**src/rtl/nvm_rw_pkg.sv**
```systemverilog
// Shared constants, sequencer state type and Hamming helper functions
// for the row-buffered non-volatile word writer.
// Assumes a 32-bit data word protected at Hamming positions 1..38.
package nvm_rw_pkg;

    localparam int DATA_W  = 32;
    localparam int CHK_W   = 7;
    localparam int CODE_W  = DATA_W + CHK_W;
    localparam int HAM_POS = 38;

    typedef enum logic [2:0] {
        ST_IDLE,
        ST_READ,
        ST_LOAD,
        ST_MERGE,
        ST_ERASE,
        ST_PROG
    } seq_state_t;

    // XOR of the Hamming positions of all data bits that are set.
    function automatic logic [5:0] data_syndrome(input logic [DATA_W-1:0] d);
        logic [5:0] s;
        int         k;
        s = '0;
        k = 0;
        for (int pos = 1; pos <= HAM_POS; pos++) begin
            if ((pos & (pos - 1)) != 0) begin
                if (d[k[4:0]]) s ^= pos[5:0];
                k++;
            end
        end
        return s;
    endfunction

    // Data bit index stored at a non-power-of-two Hamming position.
    function automatic logic [4:0] data_index(input logic [5:0] p);
        logic [4:0] idx;
        int         k;
        idx = '0;
        k   = 0;
        for (int pos = 1; pos <= HAM_POS; pos++) begin
            if ((pos & (pos - 1)) != 0) begin
                if (pos[5:0] == p) idx = k[4:0];
                k++;
            end
        end
        return idx;
    endfunction

endpackage

```
**src/rtl/nvm_secded_enc.sv**
```systemverilog
// Check-bit generator: six Hamming parity bits plus one overall parity bit.
// Purely combinational; assumes the bit layout of nvm_rw_pkg.
module nvm_secded_enc
    import nvm_rw_pkg::*;
(
    input  logic [DATA_W-1:0] data_in,
    output logic [CHK_W-1:0]  check_out
);

    logic [5:0] ham;

    // Hamming parity bits and overall even parity.
    always_comb begin
        ham       = data_syndrome(data_in);
        check_out = {(^data_in) ^ (^ham), ham};
    end

endmodule

```
**src/rtl/nvm_secded_dec.sv**
```systemverilog
// Codeword decoder: corrects one flipped bit and flags uncorrectable words.
// An uncorrectable word is returned as all ones. Combinational.
module nvm_secded_dec
    import nvm_rw_pkg::*;
(
    input  logic [CODE_W-1:0] code_in,
    output logic [DATA_W-1:0] data_out,
    output logic              fixed,
    output logic              fail
);

    logic [5:0] syn;
    logic       par;

    // Syndrome and overall parity of the stored codeword.
    always_comb begin
        syn = data_syndrome(code_in[DATA_W-1:0]) ^ code_in[DATA_W+5:DATA_W];
        par = ^code_in;
    end

    // Classify the error and repair or poison the data.
    always_comb begin
        data_out = code_in[DATA_W-1:0];
        fixed    = 1'b0;
        fail     = 1'b0;
        if (par) begin
            if (syn == 6'd0) begin
                fixed = 1'b1;
            end else if (syn > 6'(HAM_POS)) begin
                fail = 1'b1;
            end else begin
                fixed = 1'b1;
                if ((syn & (syn - 6'd1)) != 6'd0)
                    data_out[data_index(syn)] = ~data_out[data_index(syn)];
            end
        end else if (syn != 6'd0) begin
            fail = 1'b1;
        end
        if (fail) data_out = '1;
    end

endmodule

```
**src/rtl/nvm_cell_array.sv**
```systemverilog
// Behavioural cell array of ROWS x WORDS codewords. A row erase sets every
// bit to one and a row program can only clear bits. Contents are not reset.
// Assumes ROWS and WORDS are powers of two, so the address is {row, word}.
module nvm_cell_array
    import nvm_rw_pkg::*;
#(
    parameter int ROWS  = 4,
    parameter int WORDS = 4,
    localparam int RW   = $clog2(ROWS),
    localparam int AW   = $clog2(ROWS) + $clog2(WORDS)
) (
    input  logic                    clk,
    input  logic [AW-1:0]           rd_addr,
    output logic [CODE_W-1:0]       rd_code,
    input  logic                    erase_en,
    input  logic                    prog_en,
    input  logic [RW-1:0]           row_sel,
    input  logic [WORDS*CODE_W-1:0] prog_row
);

    logic [CODE_W-1:0] cells [ROWS*WORDS];

    // Word read port.
    assign rd_code = cells[rd_addr];

    for (genvar gr = 0; gr < ROWS; gr++) begin : g_row
        for (genvar gw = 0; gw < WORDS; gw++) begin : g_word
            // One cell word: erase to ones, program by clearing bits.
            always_ff @(posedge clk) begin
                if (erase_en && row_sel == RW'(gr))
                    cells[gr*WORDS+gw] <= '1;
                else if (prog_en && row_sel == RW'(gr))
                    cells[gr*WORDS+gw] <= cells[gr*WORDS+gw] & prog_row[gw*CODE_W +: CODE_W];
            end
        end
    end

endmodule

```
**src/rtl/nvm_row_writer.sv**
```systemverilog
// Row-buffered word writer. A read decodes one word in a single cycle.
// A write loads the row into a buffer, merges the new codeword, and stops
// there if the word is unchanged. Otherwise it runs a timed row erase and a
// timed row program. Commands are taken only when idle. Reset returns the
// sequencer to idle and leaves the array as it is.
module nvm_row_writer
    import nvm_rw_pkg::*;
#(
    parameter int ROWS         = 4,
    parameter int WORDS        = 4,
    parameter int ERASE_CYCLES = 24,
    parameter int PROG_CYCLES  = 40,
    localparam int RW          = $clog2(ROWS),
    localparam int WW          = $clog2(WORDS),
    localparam int AW          = RW + WW
) (
    input  logic              clk,
    input  logic              rst_n,
    input  logic              cmd_valid,
    input  logic              cmd_write,
    input  logic              cmd_raw,
    input  logic [AW-1:0]     cmd_addr,
    input  logic [DATA_W-1:0] cmd_data,
    input  logic [CHK_W-1:0]  cmd_check,
    output logic              busy,
    output logic              rsp_valid,
    output logic [DATA_W-1:0] rsp_data,
    output logic              rsp_fixed,
    output logic              rsp_fail
);

    localparam int TMAX = (ERASE_CYCLES > PROG_CYCLES) ? ERASE_CYCLES : PROG_CYCLES;
    localparam int TW   = $clog2(TMAX + 1);

    seq_state_t        state;
    logic [AW-1:0]     tgt_addr;
    logic [CODE_W-1:0] new_code;
    logic [WW-1:0]     idx;
    logic [TW-1:0]     tmr;
    logic [CODE_W-1:0] rbuf [WORDS];

    logic [CHK_W-1:0]        enc_check;
    logic [CODE_W-1:0]       cmd_code;
    logic [AW-1:0]           rd_addr;
    logic [CODE_W-1:0]       rd_code;
    logic [DATA_W-1:0]       dec_data;
    logic                    dec_fixed;
    logic                    dec_fail;
    logic                    erase_en;
    logic                    prog_en;
    logic                    same;
    logic [RW-1:0]           tgt_row;
    logic [WW-1:0]           tgt_word;
    logic [WORDS*CODE_W-1:0] prog_row;

    nvm_secded_enc u_enc (
        .data_in   (cmd_data),
        .check_out (enc_check)
    );

    nvm_secded_dec u_dec (
        .code_in  (rd_code),
        .data_out (dec_data),
        .fixed    (dec_fixed),
        .fail     (dec_fail)
    );

    nvm_cell_array #(
        .ROWS  (ROWS),
        .WORDS (WORDS)
    ) u_array (
        .clk      (clk),
        .rd_addr  (rd_addr),
        .rd_code  (rd_code),
        .erase_en (erase_en),
        .prog_en  (prog_en),
        .row_sel  (tgt_row),
        .prog_row (prog_row)
    );

    // Address split, codeword selection and step strobes.
    always_comb begin
        tgt_row  = tgt_addr[AW-1:WW];
        tgt_word = tgt_addr[WW-1:0];
        cmd_code = cmd_raw ? {cmd_check, cmd_data} : {enc_check, cmd_data};
        rd_addr  = (state == ST_LOAD) ? {tgt_row, idx} : tgt_addr;
        erase_en = (state == ST_ERASE) && (tmr == TW'(ERASE_CYCLES - 1));
        prog_en  = (state == ST_PROG) && (tmr == TW'(PROG_CYCLES - 1));
        same     = (rbuf[tgt_word] == new_code);
        busy     = (state != ST_IDLE);
    end

    // Flatten the row buffer onto the program bus.
    for (genvar gw = 0; gw < WORDS; gw++) begin : g_pack
        assign prog_row[gw*CODE_W +: CODE_W] = rbuf[gw];
    end

    // Sequencer: accept, load, merge, erase, program.
    always_ff @(posedge clk) begin
        if (!rst_n) begin
            state    <= ST_IDLE;
            tgt_addr <= '0;
            new_code <= '0;
            idx      <= '0;
            tmr      <= '0;
        end else begin
            case (state)
                ST_IDLE: begin
                    if (cmd_valid) begin
                        tgt_addr <= cmd_addr;
                        new_code <= cmd_code;
                        idx      <= '0;
                        state    <= cmd_write ? ST_LOAD : ST_READ;
                    end
                end
                ST_READ: state <= ST_IDLE;
                ST_LOAD: begin
                    idx <= idx + 1'b1;
                    if (idx == WW'(WORDS - 1)) state <= ST_MERGE;
                end
                ST_MERGE: begin
                    tmr   <= '0;
                    state <= same ? ST_IDLE : ST_ERASE;
                end
                ST_ERASE: begin
                    if (erase_en) begin
                        tmr   <= '0;
                        state <= ST_PROG;
                    end else begin
                        tmr <= tmr + 1'b1;
                    end
                end
                ST_PROG: begin
                    if (prog_en) state <= ST_IDLE;
                    else         tmr   <= tmr + 1'b1;
                end
                default: state <= ST_IDLE;
            endcase
        end
    end

    // Row buffer: copy of the row, then the merged new word.
    always_ff @(posedge clk) begin
        if (state == ST_LOAD)
            rbuf[idx] <= rd_code;
        else if (state == ST_MERGE)
            rbuf[tgt_word] <= new_code;
    end

    // Registered read response.
    always_ff @(posedge clk) begin
        if (!rst_n) begin
            rsp_valid <= 1'b0;
            rsp_data  <= '0;
            rsp_fixed <= 1'b0;
            rsp_fail  <= 1'b0;
        end else begin
            rsp_valid <= (state == ST_READ);
            if (state == ST_READ) begin
                rsp_data  <= dec_data;
                rsp_fixed <= dec_fixed;
                rsp_fail  <= dec_fail;
            end
        end
    end

endmodule

```
**config.mk**
```make
export PLATFORM = sky130hd
export DESIGN_NAME = nvm_row_writer
export DESIGN_NICKNAME = d
export VERILOG_FILES = /design/src/rtl/nvm_rw_pkg.sv /design/src/rtl/nvm_secded_enc.sv /design/src/rtl/nvm_secded_dec.sv /design/src/rtl/nvm_cell_array.sv /design/src/rtl/nvm_row_writer.sv
export SDC_FILE = /design/constraint.sdc
export NUM_CORES = 2
export LEC_CHECK = 0
export ABC_AREA = 1
export BUFFER_PORTS_ARGS = -buffer_cell sky130_fd_sc_hd__buf_2
export CORE_MARGIN = 10
export CORE_UTILIZATION = 64
export DETAILED_ROUTE_END_ITERATION = 8
export PLACE_DENSITY = 0.8
export SLEW_MARGIN = 10
export SYNTH_ARGS = -nofsm -noshare
export SYNTH_HDL_FRONTEND = slang
export SYNTH_SLANG_ARGS = --single-unit
```
**constraint.sdc**
```tcl
create_clock -name clk -period 10.25 [get_ports clk]
set_input_delay 0.5125 -clock clk [delete_from_list [all_inputs] [get_ports clk]]
set_output_delay 0.5125 -clock clk [all_outputs]
set_load 0.01 [all_outputs]
```
# Word-level counts from Yosys, hierarchy flattened
# Memories as Yosys holds them, arrays and structs flattened. A register that Yosys moved wholly into a read port is not among the register bits.
# Index checks and enable logic that the tools add are counted.
# op_classes
addsub,33
n_lt_le_gt_ge,3
n_eq_ne,48
muxes,332
bitwise,98
n_reduce_logical,39
# ops
cell,n
39-bit two-way mux,30
5-bit two-way mux,185
39-bit bitwise AND,16
39-bit OR reduction,13
32-bit two-way mux,5
"5-bit by 2-bit adder with 5-bit output, second input constant",30
4-bit two-way mux,26
"5-bit by 6-bit == test with 1-bit output, first input constant",15
6-bit two-way mux,14
3-bit NOT,26
2-bit NOT,24
1-bit two-way mux,47
"4-bit by 6-bit == test with 1-bit output, first input constant",7
4-bit NOT,10
39-bit == test,1
39-bit parity,1
"6-bit == test, first input constant",6
3-bit two-way mux,11
32-bit bitwise mux,1
32-bit parity,1
"3-bit by 6-bit == test with 1-bit output, first input constant",3
6-bit case mux with 3 select lines,1
2-bit two-way mux,8
1-bit OR,16
34 further kinds,56
# totals
reg_bits,89
ramBits,780
inputBits,48
output_inout_bits,36
wordCells,564
mem_count,2
# mem_list
name,depth,word_bits,rd,rd_ports_with_merged_regs,wr,line,text
u_array.cells,16,39,17,0,4,nvm_cell_array.sv:21,logic [CODE_W-1:0] cells [ROWS*WORDS];
rbuf,4,39,5,1,1,nvm_row_writer.sv:40,logic [CODE_W-1:0] rbuf [WORDS];

# Longest topological paths before layout
# An unclocked memory read counts as a cell.
# depth
word_depth,235
depth_mapped,46
ltp_nobuf,42

# Cells and area by module
# A second synthesis with hierarchy kept.
# hier_totals
cells_unflattened,5594
hier_area_um2,46231.8
# modules_own_cells
mod,n_inst,cells_per_inst,area_each_um2,seq_area_each_um2
nvm_cell_array,1,3451,31127.4,18738.0
nvm_row_writer,1,1137,10405.0,6506.2
nvm_secded_dec,1,696,3123.0,0.0
nvm_secded_enc,1,310,1576.5,0.0

# Worst setup path after synthesis
# No wires, ideal clock.
# synth_path
path_type,register -> register
startpoint,register tmr[0]
endpoint,memory u_array.cells[0][0] (netlist name) (enable)
setup_time_ps,675
arrival_ps,7794
required_time_ps,9575
path_slack_ps,1782
stages_incl_launch_ff,8
path_buffers,0
period_less_slack_ps,8468
path_cell_list,dfxtp_1 > ha_1 > nand2_1 > nor2_1 > inv_1 > nor4_1 > nor2_1 > nor2_1
# synth_lines
element,line,text
from (decl),nvm_row_writer.sv:39,logic [TW-1:0] tmr;
from (signal assigned),nvm_row_writer.sv:130,tmr <= tmr + 1'b1;
from (signal assigned),nvm_row_writer.sv:135,else tmr <= tmr + 1'b1;
to (decl),nvm_cell_array.sv:21,

# Final worst setup path
# layout_path
startpoint,register state[1]
endpoint,register rsp_data[15]
# layout_via
elab_chain_len,99
word_cells_on_any_way,159
classes_between,add/sub: 1; order compare: 3; eq/ne: 33; mux: 82; bitwise: 34; reduce/logical: 5; memory: 1
# layout_rtl
element,line,text
from (decl),nvm_row_writer.sv:35,seq_state_t state;
from (signal assigned),nvm_row_writer.sv:113,state <= cmd_write ? ST_LOAD : ST_READ;
from (signal assigned),nvm_row_writer.sv:123,state <= same ? ST_IDLE : ST_ERASE;
3-bit by 2-bit == test with 1-bit output,nvm_row_writer.sv:86,"rd_addr = (state == ST_LOAD) ? {tgt_row, idx} : tgt_addr;"
2-bit two-way mux,nvm_row_writer.sv:86,
memory 16 x 39 bit,n/a,
2-bit two-way mux,nvm_rw_pkg.sv:28,if (d[k[4:0]]) s ^= pos[5:0];
2-bit NOT (no line) or 3-bit two-way mux (tied branches),n/a,
3-bit two-way mux or 2-bit NOT (tied branches),n/a,
3-bit two-way mux,nvm_rw_pkg.sv:28,
3-bit NOT (no line),n/a,
[... 83 more ...],n/a,
1-bit two-way mux (implied by the code),nvm_secded_dec.sv:34,data_out[data_index(syn)] = ~data_out[data_index(syn)];
1-bit demux with 5-bit select,n/a,
32-bit bitwise mux,nvm_secded_dec.sv:34,
32-bit two-way mux,nvm_secded_dec.sv:33,if ((syn & (syn - 6'd1)) != 6'd0)
32-bit two-way mux,nvm_secded_dec.sv:29,end else if (syn > 6'(HAM_POS)) begin
32-bit two-way mux,nvm_secded_dec.sv:27,if (syn == 6'd0) begin
32-bit two-way mux,nvm_secded_dec.sv:26,if (par) begin
32-bit two-way mux,nvm_secded_dec.sv:39,if (fail) data_out = '1;
to (signal assigned),nvm_row_writer.sv:160,rsp_data <= dec_data;
to (decl),nvm_row_writer.sv:27,"output logic [DATA_W-1:0] rsp_data,"
# Parallel ways exist; a longest one is shown, timed or not. The select of a mux whose other input is x is not followed.
# A chain may end at the register's enable or synchronous reset.

==> key figures <==
Critical path
  • Delay-heaviest family, CP: simple AND/OR/NAND/NOR gates
  • Crit path arrival time: 8.54 ns
  • Slowest Stage Delay on Critical Path: 1.11 ns
  • Worst reg-to-reg setup slack: 2.26 ns
  • Reg2Reg Capture Point: rsp_data[15]
  • Buf/Inv on CP: 3
  • Reg2Reg Depth: 32
  • Worst reg2reg startpoint: state[1]
  • Worst EP required: 10.80 ns
  • Critical Path End Type: flop
  • Slowest-stage cell, CP: nand2_8
  • Critical path launch point type: flop
  • Most used cell, CP: nand2_1
  • Crit Path Category: flop to flop
  • CP max FO: 163

Timing
  • Fin. max-slew vios: 0
  • Max-slew headroom: 15.2%
  • Least-Margin Pin Slew: 1.27 ns
  • Final Hold Vio Count: 0
  • Final setup TNS: 0 ns
  • Setup repair after global routing missed its margin: no
  • F_max: 125 MHz
  • Final min period: 7.99 ns
  • Final setup violation count: 0
  • Layout Skew: 0.0258 ns
  • Final period util: 77.9%

Detailed routing
  • Vias/cell: 6.08
  • Post-Route WL: 137,000 um
  • Met3 WL post-DR: 20,100 um
  • Post-DRT Antenna Nets: 0
  • Met2 wire len: 59,200 um
  • DRC violations left: 0
  • Top layer in use: met4
  • Drt pass-1 iters: 9
  • Average wire per standard cell: 22.0 um
  • Initial DRC count: 5,583
  • Total number of vias: 37,930
  • M1 WL: 51,800 um

Synthesis
  • Primary FF master, synth: edfxtp_1
  • Distinct cells, synth: 43
  • Synth Warn #: 0
  • Syn nets: 5,302
  • Synth Area per Inst: 8.54 um2
  • Synth top area share: 52.2%
  • Area leader, netlist: edfxtp_1
  • Number of flops mapped to enable cells by yosys: 780
  • Sequential share of the synthesized area: 56.3%
  • Synthesized cell area: 44,900 um2
  • #FFs+latches synth: 871
  • Share of flip-flops with an asynchronous set or reset: 0%
  • Synth top area cells: edfxtp_1, nand2_1, o21ai_0
  • Mapped Cells: 5,252

CTS
  • Worst-Skew Late Latency: 0.67 ns
  • CTS tree: done
  • CTS sink count: 871
  • Hold_buf cts: 0
  • Root Driver: clkbuf_16
  • Max clock buf depth: 3
  • TritonCTS Buffers: 91
  • H-tree depth: 3
  • Clock transition at path regs: 0.07 ns
  • Setup bufs post-CTS: 0
  • CTS resizes: 0

Floorplanning
  • Core Box Area: 69,800 um2
  • Die Y: 285 um
  • Rows: 97
  • Die area: 81,100 um2
  • Initial Utilization: 64.3%
  • I/O pin total: 84
  • Horiz. Die Dim: 285 um

Hold path
  • Hold_sp: cmd_data[22]
  • Hold Path Depth: 3
  • Hold Path Class: input pin to flop
  • Hold endpoint: new_code[22]

Placed design
  • IO buf count: 83
  • RePlAce Congestion: 1.01
  • DP HPWL: 83,300 um

GRT
  • Pin count of the biggest net entering global routing: 164
  • All-Layer GR Usage: 32.9%
  • Global route total overflow: 0
  • First-pass GRT wire length: 209,000 um
  • Vias in the first global route: 36,475
  • Initial antenna violation count: 1

Status
  • Outcome: completed

Layout
  • Synthesis-to-layout area growth: 8.98%
  • Final Net Count: 5,270
  • Share of cells above drive strength 1: 6.55%

Job
  • Max-cap violations: 0
area by class of cell:
cell class | count | area, um2
antenna | 1 | 2.50
multi-input combinational | 3378 | 15700
clock buffer | 113 | 2390
timing repair buffer | 132 | 833
fill | 5201 | 20900
clock inverter | 55 | 698
sequential | 871 | 25200
inverter | 746 | 2800
tap | 940 | 1180
stage by stage:
step / std cells / instance area [um2] / hold WS [ns] / utilization, % / setup slack [ns]
4_1_cts: 6235 / 48900 / 0.155 / 70.1 / 2.61
6_report: 6236 / 48900 / 0.185 / 70.1 / 2.26
5_1_grt: 6235 / 48900 / 0.177 / 70.1 / 1.67
3_5_place_dp: 6067 / 45800 / 0.476 / 65.6 / 2.69
2_1_floorplan: 5252 / 44900 / 0.445 / - / 1.78
3_3_place_gp: 6067 / 45800 / 0.461 / 65.6 / 2.83
placed cells by master (no fill, tap or decap), types with 3 or more instances in the layout:
| master | Yosys | layout |
|---|---|---|
| buf_2 | 72 | 83 |
| nor3_1 | 13 | 8 |
| bufinv_16 | 0 | 13 |
| nand2_4 | 5 | 4 |
| buf_4 | 22 | 45 |
| nand3_1 | 373 | 373 |
| a211oi_1 | 9 | 9 |
| clkbuf_16 | 0 | 91 |
| inv_6 | 0 | 4 |
| clkbuf_8 | 0 | 3 |
| nor2_4 | 5 | 17 |
| nand4_1 | 29 | 29 |
| a21oi_1 | 182 | 182 |
| clkinv_2 | 0 | 14 |
| nor2_1 | 181 | 169 |
| nand3_2 | 4 | 4 |
| xnor2_1 | 56 | 56 |
| inv_2 | 5 | 5 |
| clkinv_4 | 0 | 3 |
| nand2_2 | 7 | 7 |
| clkinv_1 | 1 | 14 |
| nand2_1 | 1600 | 1599 |
| inv_1 | 740 | 738 |
| edfxtp_1 | 780 | 780 |
| o22ai_1 | 3 | 3 |
| nor2_2 | 26 | 26 |
| buf_12 | 0 | 4 |
| dfxtp_1 | 91 | 89 |
| o21a_1 | 16 | 16 |
| clkbuf_1 | 143 | 19 |
| o21ai_0 | 701 | 700 |
| nor3_2 | 0 | 5 |
| nor4_1 | 8 | 8 |
| o211ai_1 | 33 | 33 |
| xor2_1 | 80 | 80 |
| clkinvlp_4 | 0 | 4 |
| o21ai_1 | 28 | 29 |
registers in the layout, summed over array words and instances (netlist names), named ones only:
register	count
rsp_fail	1
rsp_data	32
new_code	39
u_array.cells	624
rsp_valid	1
rsp_fixed	1
rbuf	156
tgt_addr	4
state	3
idx	2
tmr	6
worst max-delay path by stage:
stage / startpoint / depth (start not counted) / endpoint / slack (ns)
final: state[1] / 32 / rsp_data[15] / 2.26
after global routing: state[1] / 32 / rsp_data[4] / 1.67
after CTS: state[1] / 32 / rsp_data[2] / 2.61
after floorplan: tmr[0] / 7 / u_array.cells[0][0] / 1.78
after detailed placement: state[1] / 32 / rsp_data[2] / 2.69
after global placement: state[1] / 34 / rsp_data[6] / 2.83
logic make-up after synthesis:
group,after synthesis,synth area share (%)
AND/OR/NAND/NOR,2257,20.7
flip-flops,871,56.3
buffers and inverters,1003,8.96
adder cells (fa/ha/maj),2,0.0558
AO/OA/AOI/OAI,983,11.4
XOR/XNOR,136,2.66
synth_stat cells (2+ instances only):
library cell,count
o21ai_1,28
nor4_1,8
nor2_2,26
o21a_1,16
nand4_1,29
xor2_1,80
a211oi_1,9
nand2_4,5
buf_2,72
nand3_1,373
buf_6,11
ha_1,2
a21oi_1,182
a221o_1,2
buf_4,22
or2_2,2
a221oi_1,2
o211ai_1,33
o22ai_1,3
inv_1,740
nand3_2,4
xnor2_1,56
o2111ai_1,2
o21ai_0,701
nor2_1,181
clkbuf_1,143
nor2_4,5
dfxtp_1,91
edfxtp_1,780
inv_2,5
nand2_2,7
nor3_1,13
nand3b_1,2
nand2_1,1600
buf_1,9
tightest hold or removal path, stage by stage:
cell and delay (ns):
buf_2 0.14, nor2_1 0.07, nor2_1 0.09
layer usage:
metal / track usage [%] / vias up
met5: 0 / -
met4: 14.8 / 0
met3: 8.88 / 432
met2: 49.2 / 2788
met1: 44.6 / 17550
li1: - / 17160
Power is left out: the tool's default activity adds up to more than one toggle a clock period on the data nets, which glitch-free logic cannot reach.
